$ cat config.mk
export PLATFORM = sky130hd
export DESIGN_NAME = fboot_seq
export DESIGN_NICKNAME = d
export VERILOG_FILES = /design/src/rtl/fboot_pkg.sv /design/src/rtl/fboot_shift.sv /design/src/rtl/fboot_timer.sv /design/src/rtl/fboot_seq.sv
export SDC_FILE = /design/constraint.sdc
export NUM_CORES = 1
export LEC_CHECK = 0
export BUFFER_PORTS_ARGS = -buffer_cell sky130_fd_sc_hd__buf_2
export CORE_AREA = 2 2 138 140
export DETAILED_ROUTE_END_ITERATION = 7
export DIE_AREA = 0 0 140 142
export PLACE_DENSITY_LB_ADDON = 0.15
export SYNTH_ARGS = -nofsm -noshare
export SYNTH_HDL_FRONTEND = slang
export SYNTH_SLANG_ARGS = --single-unit
$ cat constraint.sdc
create_clock -name clk -period 2.15 [get_ports clk]
set_input_delay 0.43 -clock clk [delete_from_list [all_inputs] [get_ports clk]]
set_output_delay 0.43 -clock clk [all_outputs]
set_load 0.02 [all_outputs]
$ cat src/rtl/fboot_pkg.sv
package fboot_pkg;
    typedef enum logic [3:0] {
        PH_EXIT_Q,
        PH_EXIT_D,
        PH_EXIT_N,
        PH_RST_EN,
        PH_RST_GO,
        PH_ID,
        PH_RD_CMD,
        PH_RD_DATA,
        PH_DONE,
        PH_FAIL
    } phase_e;

    localparam logic [7:0] OP_RST_EN = 8'h66;
    localparam logic [7:0] OP_RST_GO = 8'h99;
    localparam logic [7:0] OP_ID     = 8'h9F;
    localparam logic [7:0] OP_READ   = 8'h03;
    localparam int         FRAME_W   = 32;
endpackage

$ cat src/rtl/fboot_shift.sv
module fboot_shift #(
    parameter int HALF_DIV = 4,
    parameter int GAP_SCK  = 2
) (
    input  logic        clk,
    input  logic        rst,
    input  logic        start,
    input  logic [5:0]  nbits,
    input  logic [31:0] tx,
    input  logic        keep,
    input  logic        miso,
    output logic        cs_n,
    output logic        sck,
    output logic        mosi,
    output logic [31:0] rx,
    output logic        done
);
    localparam int GAP_CYC = GAP_SCK * 2 * HALF_DIV;
    localparam int TMAX    = (GAP_CYC > HALF_DIV) ? GAP_CYC : HALF_DIV;
    localparam int TW      = $clog2(TMAX + 1);
    localparam logic [TW-1:0] HALF_LD = TW'(HALF_DIV - 1);
    localparam logic [TW-1:0] GAP_LD  = TW'(GAP_CYC - 1);

    typedef enum logic [1:0] {E_IDLE, E_LOW, E_HIGH, E_GAP} eph_e;

    typedef struct packed {
        eph_e        ph;
        logic [TW-1:0] tmr;
        logic [5:0]  left;
        logic [31:0] sh;
        logic [31:0] rx;
        logic        keep;
        logic        cs_n;
        logic        sck;
        logic        done;
    } eng_t;

    eng_t e_q, e_d;

    always_comb begin
        e_d      = e_q;
        e_d.done = 1'b0;
        case (e_q.ph)
            E_IDLE: begin
                if (start) begin
                    e_d.cs_n = 1'b0;
                    e_d.sh   = tx;
                    e_d.left = nbits;
                    e_d.keep = keep;
                    e_d.tmr  = HALF_LD;
                    e_d.ph   = E_LOW;
                end
            end
            E_LOW: begin
                if (e_q.tmr == '0) begin
                    e_d.sck = 1'b1;
                    e_d.rx  = {e_q.rx[30:0], miso};
                    e_d.tmr = HALF_LD;
                    e_d.ph  = E_HIGH;
                end else begin
                    e_d.tmr = e_q.tmr - 1'b1;
                end
            end
            E_HIGH: begin
                if (e_q.tmr == '0) begin
                    e_d.sck = 1'b0;
                    if (e_q.left == 6'd1) begin
                        if (e_q.keep) begin
                            e_d.ph   = E_IDLE;
                            e_d.done = 1'b1;
                        end else begin
                            e_d.cs_n = 1'b1;
                            e_d.tmr  = GAP_LD;
                            e_d.ph   = E_GAP;
                        end
                    end else begin
                        e_d.sh   = {e_q.sh[30:0], 1'b1};
                        e_d.left = e_q.left - 1'b1;
                        e_d.tmr  = HALF_LD;
                        e_d.ph   = E_LOW;
                    end
                end else begin
                    e_d.tmr = e_q.tmr - 1'b1;
                end
            end
            default: begin
                if (e_q.tmr == '0) begin
                    e_d.ph   = E_IDLE;
                    e_d.done = 1'b1;
                end else begin
                    e_d.tmr = e_q.tmr - 1'b1;
                end
            end
        endcase
    end

    always_ff @(posedge clk) begin
        if (rst) begin
            e_q      <= '0;
            e_q.ph   <= E_IDLE;
            e_q.cs_n <= 1'b1;
            e_q.sh   <= '1;
        end else begin
            e_q <= e_d;
        end
    end

    assign cs_n = e_q.cs_n;
    assign sck  = e_q.sck;
    assign mosi = e_q.sh[31];
    assign rx   = e_q.rx;
    assign done = e_q.done;
endmodule

$ cat src/rtl/fboot_timer.sv
module fboot_timer #(
    parameter int LIMIT = 1000
) (
    input  logic clk,
    input  logic rst,
    input  logic run,
    output logic expired
);
    localparam int CW = $clog2(LIMIT + 1);
    localparam logic [CW-1:0] LIM = CW'(LIMIT);

    logic [CW-1:0] cnt_q, cnt_d;

    always_comb begin
        cnt_d = cnt_q;
        if (!run) begin
            cnt_d = '0;
        end else if (cnt_q != LIM) begin
            cnt_d = cnt_q + 1'b1;
        end
    end

    always_ff @(posedge clk) begin
        if (rst) cnt_q <= '0;
        else     cnt_q <= cnt_d;
    end

    assign expired = (cnt_q == LIM);
endmodule

$ cat src/rtl/fboot_seq.sv
module fboot_seq
    import fboot_pkg::*;
#(
    parameter int HALF_DIV    = 4,
    parameter int GAP_SCK     = 2,
    parameter int TIMEOUT_CYC = 30_000_000,
    parameter int READ_BYTES  = 256
) (
    input  logic       clk,
    input  logic       rst,
    output logic       spi_cs_n,
    output logic       spi_sck,
    output logic       spi_mosi,
    input  logic       spi_miso,
    output logic       flash_io2,
    output logic       flash_io3,
    output logic [7:0] rd_byte,
    output logic       rd_valid,
    output logic       boot_done,
    output logic       boot_fail
);
    localparam int BCW = $clog2(READ_BYTES + 1);
    localparam logic [BCW-1:0] LAST_BYTE = BCW'(READ_BYTES - 1);

    typedef struct packed {
        phase_e         phase;
        logic           busy;
        logic           start;
        logic [BCW-1:0] nbyte;
        logic [7:0]     byte_o;
        logic           valid;
        logic           done;
        logic           fail;
    } seq_t;

    seq_t s_q, s_d;

    logic [5:0]  x_bits;
    logic [31:0] x_tx;
    logic        x_keep;
    logic        eng_done;
    logic [31:0] eng_rx;
    logic        tmo;
    logic        id_ok;

    // Frame shape per phase; the engine latches it with the start pulse.
    always_comb begin
        x_bits = 6'd8;
        x_tx   = '1;
        x_keep = 1'b0;
        case (s_q.phase)
            PH_EXIT_D:  x_bits = 6'd16;
            PH_EXIT_N:  x_bits = 6'd2;
            PH_RST_EN:  x_tx   = {OP_RST_EN, 24'hFF_FFFF};
            PH_RST_GO:  x_tx   = {OP_RST_GO, 24'hFF_FFFF};
            PH_ID: begin
                x_bits = 6'(FRAME_W);
                x_tx   = {OP_ID, 24'hFF_FFFF};
            end
            PH_RD_CMD: begin
                x_bits = 6'(FRAME_W);
                x_tx   = {OP_READ, 24'h00_0000};
                x_keep = 1'b1;
            end
            PH_RD_DATA: x_keep = (s_q.nbyte != LAST_BYTE);
            default: ;
        endcase
    end

    assign id_ok = (eng_rx[23:16] != 8'h00) && (eng_rx[23:16] != 8'hFF);

    always_comb begin
        s_d       = s_q;
        s_d.start = 1'b0;
        s_d.valid = 1'b0;
        if (s_q.phase != PH_DONE && s_q.phase != PH_FAIL) begin
            if (!s_q.busy) begin
                s_d.start = 1'b1;
                s_d.busy  = 1'b1;
            end else if (eng_done) begin
                s_d.busy = 1'b0;
                case (s_q.phase)
                    PH_EXIT_Q: s_d.phase = PH_EXIT_D;
                    PH_EXIT_D: s_d.phase = PH_EXIT_N;
                    PH_EXIT_N: s_d.phase = PH_RST_EN;
                    PH_RST_EN: s_d.phase = PH_RST_GO;
                    PH_RST_GO: s_d.phase = PH_ID;
                    PH_ID: begin
                        if (id_ok) begin
                            s_d.phase = PH_RD_CMD;
                        end else if (tmo) begin
                            s_d.phase = PH_FAIL;
                            s_d.fail  = 1'b1;
                        end
                    end
                    PH_RD_CMD: s_d.phase = PH_RD_DATA;
                    default: begin
                        s_d.byte_o = eng_rx[7:0];
                        s_d.valid  = 1'b1;
                        if (s_q.nbyte == LAST_BYTE) begin
                            s_d.phase = PH_DONE;
                            s_d.done  = 1'b1;
                        end else begin
                            s_d.nbyte = s_q.nbyte + 1'b1;
                        end
                    end
                endcase
            end
        end
    end

    always_ff @(posedge clk) begin
        if (rst) begin
            s_q       <= '0;
            s_q.phase <= PH_EXIT_Q;
        end else begin
            s_q <= s_d;
        end
    end

    fboot_shift #(.HALF_DIV(HALF_DIV), .GAP_SCK(GAP_SCK)) u_shift (
        .clk   (clk),
        .rst   (rst),
        .start (s_q.start),
        .nbits (x_bits),
        .tx    (x_tx),
        .keep  (x_keep),
        .miso  (spi_miso),
        .cs_n  (spi_cs_n),
        .sck   (spi_sck),
        .mosi  (spi_mosi),
        .rx    (eng_rx),
        .done  (eng_done)
    );

    fboot_timer #(.LIMIT(TIMEOUT_CYC)) u_timer (
        .clk     (clk),
        .rst     (rst),
        .run     (s_q.phase == PH_ID),
        .expired (tmo)
    );

    assign flash_io2 = 1'b1;
    assign flash_io3 = 1'b1;
    assign rd_byte   = s_q.byte_o;
    assign rd_valid  = s_q.valid;
    assign boot_done = s_q.done;
    assign boot_fail = s_q.fail;
endmodule

Yosys cells after proc, flatten, opt, wreduce, memory -nomap -nowiden --
Cells that the tools add are included.
Word-level totals: output and inout bits 16, register bits 124, word-level logic and storage cells 120
Cells by class: reduce and logical (&&, ||, !) cells 28, bitwise logic cells 7, add/subtract/negate cells 4, eq/ne operators 26, multiplexer cells 37
Operator list (count):
- $pmux 32 s4 | 1
- $mux 38 | 2
- $pmux 38 s2 | 1
- $mux 45 | 1
- $pmux 4 s7 | 1
- $add 25x1->25 const B | 1
- $eq 25x25->1 const B | 1
- $ne 25x25->1 const B | 1
- $pmux 7 s3 | 1
- $mux 5 | 4
- $reduce_and 5->1 | 4
- $pmux 6 s3 | 1
- $eq 4x3->1 const B | 4
- $ne 4x4->1 const B | 4
- $reduce_bool 8->1 | 2
- $mux 4 | 3
- $reduce_and 4->1 | 3
- $mux 1 | 11
- $mux 2 | 5
- $add 9x1->9 const B | 1
- $eq 9x8->1 const B | 1
- $ne 9x8->1 const B | 1
- $eq 4x2->1 const B | 2
- $ne 8x8->1 const B | 1
- other kinds (24) | 45

Depth between registers and ports, before layout --
Gate-level depths: netlist of the first run.
word-level depth 5, mapped depth 10, mapped depth without buffers 9

Hierarchy --
A second synthesis of the first run with hierarchy kept.
Second synthesis, totals: cells, all modules 799, area, all modules 6483.7 µm²
Modules (own cells, without submodules):
- fboot_shift | cells each 481, area each 3808.7 µm², instances 1, seq. area each 1621.6 µm²
- fboot_seq | cells each 175, area each 1441.4 µm², instances 1, seq. area each 520.5 µm²
- fboot_timer | cells each 143, area each 1233.7 µm², instances 1, seq. area each 500.5 µm²

Worst setup path before layout of the first run --
OpenSTA, ideal clock, no wires.
path type register -> register, from reg s_q[11] (netlist bit), to reg s_q[18] (netlist bit), path slack 0.322 ns, data arrival time 1.700 ns, cell stages (with the launch flop) 9, clock period less this slack 1.828 ns, data required time 2.022 ns, path through dfxtp_1 -> ha_1 -> nand3_1 -> nor2_1 -> ha_1 -> nor4_1 -> nor2b_1 -> xnor2_1 -> nor2_1
Between the ends: longest elaborated chain between the ends 3, elaborated cells between the ends (all ways) 4
Ends and longest elaborated chain:
- start: declaration | RTL line fboot_seq.sv:36 | seq_t s_q, s_d;
- branches (longest 3 deep; another with $add 9x1->9)
Several ways; the timed one is not identified. A chain may end at the register's enable or synchronous reset.

Final worst setup path of the first run --
from reg u_shift.e_q[74] (netlist bit), to reg u_shift.e_q[61] (netlist bit)
Between the ends: longest elaborated chain between the ends 3
Ends and longest elaborated chain:
- start: declaration | RTL line fboot_shift.sv:38 | eng_t e_q, e_d;
- $logic_not 5->1 | RTL line fboot_shift.sv:65 | if (e_q.tmr == '0) begin
- $ne 2x1->1 (no source line)
- $reduce_and 4->1 (no source line)
No other way between the ends.

==> results.json, run 1 <==
{
  "fin_crit_ns": 1.95,
  "clock_path_buffers": 2,
  "status": "complete, no violations",
  "fp.dieH_um": 142,
  "critPathLaunchType": "register",
  "grt_pass1_vias": 4120,
  "syn_to_final_growth_pct": 16.5,
  "place_ws_ns": 0.133,
  "drtIter0Drc": 239,
  "fin_worst_skew_ns": 0.00764,
  "numCtsBuffers": 17,
  "seq_area_mm2": 0.00248,
  "power_density_mw_per_mm2": 915,
  "slew_viol_final": 0,
  "fin_nets": 680,
  "htreeDepth": 4,
  "fp-row-count": 50,
  "synthDistinctLibCells": 60,
  "post-cts-setup-buffers": 0,
  "synth-edff-count": 0,
  "rsz0062_at_grt": "no",
  "postPlaceCellArea_mm2": 0.00569,
  "synth_flop_cell": "dfxtp_1",
  "viasPerCell": 4.83,
  "gr-total-overflow": 0,
  "cts_tree": "built",
  "insertedDiodeCount": 0,
  "timing.fmax_mhz": 512,
  "syn_area_mm2": 0.00540,
  "regToRegSetupSlack_ns": 0.20,
  "grt_max_degree": 65,
  "clock_latency_ns": 0.41,
  "portBuffers": 16,
  "drive_above_1_share": 0.113,
  "r2r-end": "u_shift.e_q[61]$_SDFFE_PP1P_",
  "arrival_ns": 2.25,
  "clkTransAtPathRegs_ns": 0.05,
  "grt_use_total": 0.125,
  "finalHoldViolCount": 0,
  "dr.pass1.iters": 4,
  "avgSynthCellArea_um2": 8.15,
  "synth-seq-cells": 124,
  "pin_count": 19,
  "drt_wl_total_um": 11900,
  "max_cap_viol_count": 0,
  "yosysSeqAreaShare": 0.460,
  "fp.dieW_um": 140,
  "setup_viol": 0,
  "min_from": "spi_miso",
  "root_buffer": "clkbuf_16",
  "cts.sinks": 124,
  "fillers": 1927,
  "design_area_mm2": 0.00628,
  "dpl.hpwl_um": 7740,
  "crit_required_ns": 2.45,
  "hold-worst-slack_ns": 0.265,
  "start_util": 0.292,
  "min_to": "u_shift.rx[0]$_SDFFE_PP0P_",
  "ctsHoldBuffers": 0,
  "synthesis.instances": 662,
  "drc": 0,
  "post_cts_resized": 0,
  "crit_path_max_fanout": 45,
  "whs_path_depth": 3,
  "fin_setup_tns_ns": 0,
  "grt_antenna_before_repair": 0,
  "hold_class": "in2reg",
  "setup_ws_ns": 0.196,
  "final_antenna_net_count": 0,
  "grt_first_pass_wirelength_um": 20300,
  "yosys_warnings": 0,
  "wire_per_inst_um": 13.0,
  "multi_input_area_mm2": 0.00261,
  "vias": 4427,
  "tightest_slew_ns": 0.525,
  "post-route-period-util": 0.909,
  "finalWeightedCongestion": 0.755,
  "end_kind": "register",
  "leakage_nw": 2.20,
  "reg2reg_depth": 7,
  "path_class": "reg2reg",
  "ys_async_sr_fraction": 0,
  "vdd_ir_drop_max_mv": 0.535,
  "slew_headroom": 0.648,
  "core_area_mm2": 0.0185,
  "die-area_mm2": 0.0199,
  "rr_startpoint": "u_shift.e_q[74]$_SDFFE_PP0P_"
}
[layout make-up]
| cell class | count | area share |
|---|---|---|
| Clock buffer | 24 | 0.0735 |
| Clock inverter | 7 | 0.0181 |
| Inverter | 17 | 0.0102 |
| Multi-Input combinational cell | 475 | 0.415 |
| Sequential cell | 124 | 0.395 |
| Tap cell | 234 | 0.0466 |
| Timing Repair Buffer | 35 | 0.0414 |
[cells in the final DEF (no fill, tap or decap), drive strengths merged, types with 3 or more instances in the layout]
cell type  synthesis  layout
or3                8       8
a211oi            12      12
nor4               5       5
nor3              20      20
a21oi             73      73
and3               5       5
buf               25      35
o211ai             7       7
clkinv             1       4
inv               16      17
ha                 7       7
clkbuf            22      24
xor2              18      18
nand2             99      99
xnor2             13      13
a21o               3       3
a22oi              4       4
dfxtp            124     124
nand4             10      10
o21ai             41      41
o311ai             4       4
nor2              89      89
nand3             20      20
bufinv             0       3
nand2b             5       5
[worst max-delay path, stage by stage, from the launching register on]
cell and delay, ns:
dfxtp_1 0.33, inv_1 0.06, ha_1 0.19, nor4b_4 0.33, o311ai_2 0.19, a21o_1 0.25
buf_12 0.18, o311ai_0 0.30
[sequential cells by signal (all words and copies together) (netlist names)]
| name | cells |
|---|---|
| u_shift.rx | 24 |
| rd_valid | 1 |
| u_shift.done | 1 |
| rd_byte | 8 |
| u_shift.e_q | 45 |
| u_shift.mosi | 1 |
| u_timer.cnt_q | 25 |
| boot_fail | 1 |
| u_shift.sck | 1 |
| s_q | 15 |
| boot_done | 1 |
| u_shift.cs_n | 1 |
[cells by family after synthesis]
logic type,after synthesis,synth area share
and+or+nand+nor,274,0.234
AOI/OAI and AO/OA,158,0.173
DFF,124,0.460
buffers and inverters,64,0.0598
xor gates and xnor gates,31,0.0503
adders and majority gates,8,0.0181
muxes,2,0.00371
other,1,0.000695
[Yosys cell counts, drive strengths merged (5+ instances only)]
cell type | n | share of area
dfxtp | 124 | 0.46
nand2 | 99 | 0.069
nor2 | 89 | 0.062
a21oi | 73 | 0.068
o21ai | 41 | 0.039
buf | 25 | 0.032
clkbuf | 22 | 0.016
nand3 | 20 | 0.019
nor3 | 20 | 0.022
xor2 | 18 | 0.029
inv | 16 | 0.011
xnor2 | 13 | 0.021
a211oi | 12 | 0.017
nand4 | 10 | 0.013
or3 | 8 | 0.011
ha | 7 | 0.016
o211ai | 7 | 0.011
and3 | 5 | 0.0058
nand2b | 5 | 0.0058
nor4 | 5 | 0.0058
[report_power, final]
part	internal [mW]	leakage (nW)	switching [mW]	total [mW]
logic	0.173	0.911	0.291	0.464
clock network	1.84	0.282	0.979	2.82
registers	2.39	1.01	0.0698	2.46
[metrics by stage]
step,total power [mW],util,instances
final,5.75,0.340,916
after global routing,6.01,0.340,916
after CTS,5.84,0.340,916
after detailed placement,2.97,0.308,885
after global placement,2.96,0.308,885
after floorplan,2.85,-,663
[worst max path at each step]
stage	slack [ns]	from	depth (start not counted)	to
CTS	0.11	u_shift.e_q[74]$_SDFFE_PP0P_	7	u_shift.e_q[40]$_SDFFE_PP1P_
floorplan	0.32	s_q[11]$_SDFFE_PP0P_	8	s_q[18]$_SDFFE_PP0P_
detailed placement	0.13	u_shift.e_q[74]$_SDFFE_PP0P_	7	u_shift.e_q[52]$_SDFFE_PP1P_
global placement	0.16	s_q[11]$_SDFFE_PP0P_	9	s_q[24]$_SDFFE_PP0P_
finish	0.20	u_shift.e_q[74]$_SDFFE_PP0P_	7	u_shift.e_q[61]$_SDFFE_PP1P_
global route	0.003	u_shift.e_q[74]$_SDFFE_PP0P_	7	u_shift.e_q[40]$_SDFFE_PP1P_
[routing by layer]
metal  vias to the layer above  global-route usage  wire, um  part of all wire
met2                        47               0.199      5530              0.47
met4                         0              0.0431       118            0.0099
li1                       2272                   -         -                 -
met5                         -                   0         0                 0
met1                      2102               0.164      5920              0.50
met3                         6              0.0353       311             0.026
No activity file was read; power rests on OpenSTA's default activity.
==> run 2: changes to the inputs <==
--- a/config.mk
+++ b/config.mk
@@ -6,9 +6,9 @@
 export NUM_CORES = 1
 export LEC_CHECK = 0
 export BUFFER_PORTS_ARGS = -buffer_cell sky130_fd_sc_hd__buf_2
-export CORE_AREA = 2 2 138 140
+export CORE_AREA = 2 2 101 103
 export DETAILED_ROUTE_END_ITERATION = 7
-export DIE_AREA = 0 0 140 142
+export DIE_AREA = 0 0 103 105
 export PLACE_DENSITY_LB_ADDON = 0.15
 export SYNTH_ARGS = -nofsm -noshare
 export SYNTH_HDL_FRONTEND = slang
==> results.json, run 2 (same netlist as run 1, synthesis figures left out) <==
{
  "grt_first_pass_wirelength_um": 17800,
  "fin_setup_tns_ns": 0,
  "cts_tree": "built",
  "grt_use_total": 0.205,
  "regMostFlops": "u_shift.e_q",
  "path_class": "reg2reg",
  "final_common_cell": "dfxtp_1",
  "slew_headroom": 0.635,
  "crit_chain": "inv_1 > ha_1 > nor4b_4 > o311ai_2 > a21o_1 > buf_12 > a211oi_1 > o21ai_0",
  "hold_class": "in2reg",
  "finalWeightedCongestion": 0.832,
  "dpl.hpwl_um": 6690,
  "final_antenna_net_count": 0,
  "clock_latency_ns": 0.53,
  "grt_pass1_vias": 4023,
  "setup_viol": 0,
  "gr-total-overflow": 0,
  "pwr-share-seq": 0.446,
  "cts.sinks": 124,
  "crit_path_max_fanout": 45,
  "crit_required_ns": 2.56,
  "power_density_mw_per_mm2": 902,
  "ctsHoldBuffers": 0,
  "whs_path_depth": 3,
  "slew_viol_final": 0,
  "reg2reg_depth": 8,
  "max_cap_viol_count": 0,
  "portBuffers": 16,
  "rsz0062_at_grt": "no",
  "viasPerCell": 5.43,
  "syn_to_final_growth_pct": 13.6,
  "status": "complete, no violations",
  "clkPwrFrac": 0.472,
  "vdd_ir_drop_max_mv": 0.680,
  "grt_max_degree": 76,
  "dr.pass1.iters": 4,
  "start_util": 0.560,
  "drive_above_1_share": 0.116,
  "numCtsBuffers": 17,
  "critPathLaunchType": "register",
  "final_util": 0.636,
  "crit_path_max_incr_delay_ns": 0.33,
  "arrival_ns": 2.40,
  "hold-worst-slack_ns": 0.139,
  "p_int_mw": 4.19,
  "fp.dieW_um": 103,
  "clock_path_buffers": 2,
  "power_frac_comb": 0.082,
  "crit_end": "u_shift.e_q[63]$_SDFFE_PP1P_",
  "core_area_mm2": 0.00964,
  "p_switching_mw": 1.34,
  "largest_reg_flops": 45,
  "pin_count": 19,
  "fp.dieH_um": 105,
  "rr_startpoint": "u_shift.e_q[74]$_SDFFE_PP0P_",
  "htreeDepth": 4,
  "insertedDiodeCount": 0,
  "fin_nets": 678,
  "wire_per_inst_um": 12.9,
  "r2r-end": "u_shift.e_q[63]$_SDFFE_PP1P_",
  "vias": 4423,
  "leakage_nw": 2.17,
  "post-route-period-util": 0.925,
  "fin_crit_ns": 1.99,
  "swShare": 0.242,
  "drt_wl_total_um": 10500,
  "drc": 0,
  "setup_ws_ns": 0.162,
  "tightest_slew_ns": 0.547,
  "fp-row-count": 36,
  "root_buffer": "clkbuf_8",
  "timing.fmax_mhz": 503,
  "die-area_mm2": 0.0108,
  "place_ws_ns": 0.0735,
  "crit_start": "u_shift.e_q[74]$_SDFFE_PP0P_",
  "regToRegSetupSlack_ns": 0.16,
  "drtIter0Drc": 190,
  "fin_worst_skew_ns": 0.0112,
  "crit_path_top_delay_cell": "dfxtp_1",
  "mostFrequentLayoutCells": "dfxtp_1 (124), nand2_1 (99), nor2_1 (88)",
  "finalHoldViolCount": 0,
  "clkTransAtPathRegs_ns": 0.06,
  "end_kind": "register",
  "grt_antenna_before_repair": 0
}
[run 2: layout make-up]
type                            instances  area [um2]
Fill cell                             864        3510
Multi-Input combinational cell        475        2620
Sequential cell                       124        2480
Clock buffer                           22         463
Timing Repair Buffer                   33         245
Tap cell                              133         166
Clock inverter                         10        91.3
Inverter                               17        63.8
[run 2: routing by layer]
metal,track usage,share of wire
met2,0.317,0.48
met1,0.267,0.47
met5,0,0
met4,0.0780,0.016
met3,0.0615,0.033
[run 2: stage by stage]
stage | instances | cell area, um2 | power [mW]
2_1_floorplan | 663 | 5400 | 2.85
3_3_place_gp | 780 | 5540 | 2.93
3_5_place_dp | 780 | 5540 | 2.95
4_1_cts | 812 | 6090 | 5.56
5_1_grt | 814 | 6130 | 5.75
6_report | 814 | 6130 | 5.53
[run 2: power groups by stage]
| stage | logic (mW) | clock network, mW | registers (mW) |
|---|---|---|---|
| 6_report | 0.455 | 2.61 | 2.46 |
| 4_1_cts | 0.438 | 2.66 | 2.46 |
| 3_3_place_gp | 0.427 | 0 | 2.51 |
| 3_5_place_dp | 0.436 | 0 | 2.51 |
| 5_1_grt | 0.511 | 2.77 | 2.47 |
| 2_1_floorplan | 0.357 | 0 | 2.49 |
[run 2: timing repair]
action,CTS,global route
hold endpoints to repair,0,0
buffers inserted,0,2
resized for setup,0,4
endpoints found under the setup margin,0,26
[run 2: critical path, delay by kind of cell (launching register included)]
family | cells | cell delay, ns
buffers and inverters | 2 | 0.24
adders and majority gates | 1 | 0.19
AOI/OAI and AO/OA | 4 | 0.78
and+or+nand+nor | 1 | 0.32
DFF | 1 | 0.33
[run 2: worst min-delay path by stage]
stage | start | end | slack [ns]
2_1_floorplan | u_shift.rx[9]$_SDFFE_PP0P_ | u_shift.rx[10]$_SDFFE_PP0P_ | 0.43
3_3_place_gp | u_shift.rx[13]$_SDFFE_PP0P_ | u_shift.rx[14]$_SDFFE_PP0P_ | 0.44
3_5_place_dp | u_shift.rx[14]$_SDFFE_PP0P_ | u_shift.rx[15]$_SDFFE_PP0P_ | 0.44
4_1_cts | spi_miso | u_shift.rx[0]$_SDFFE_PP0P_ | 0.12
5_1_grt | spi_miso | u_shift.rx[0]$_SDFFE_PP0P_ | 0.16
6_report | spi_miso | u_shift.rx[0]$_SDFFE_PP0P_ | 0.14
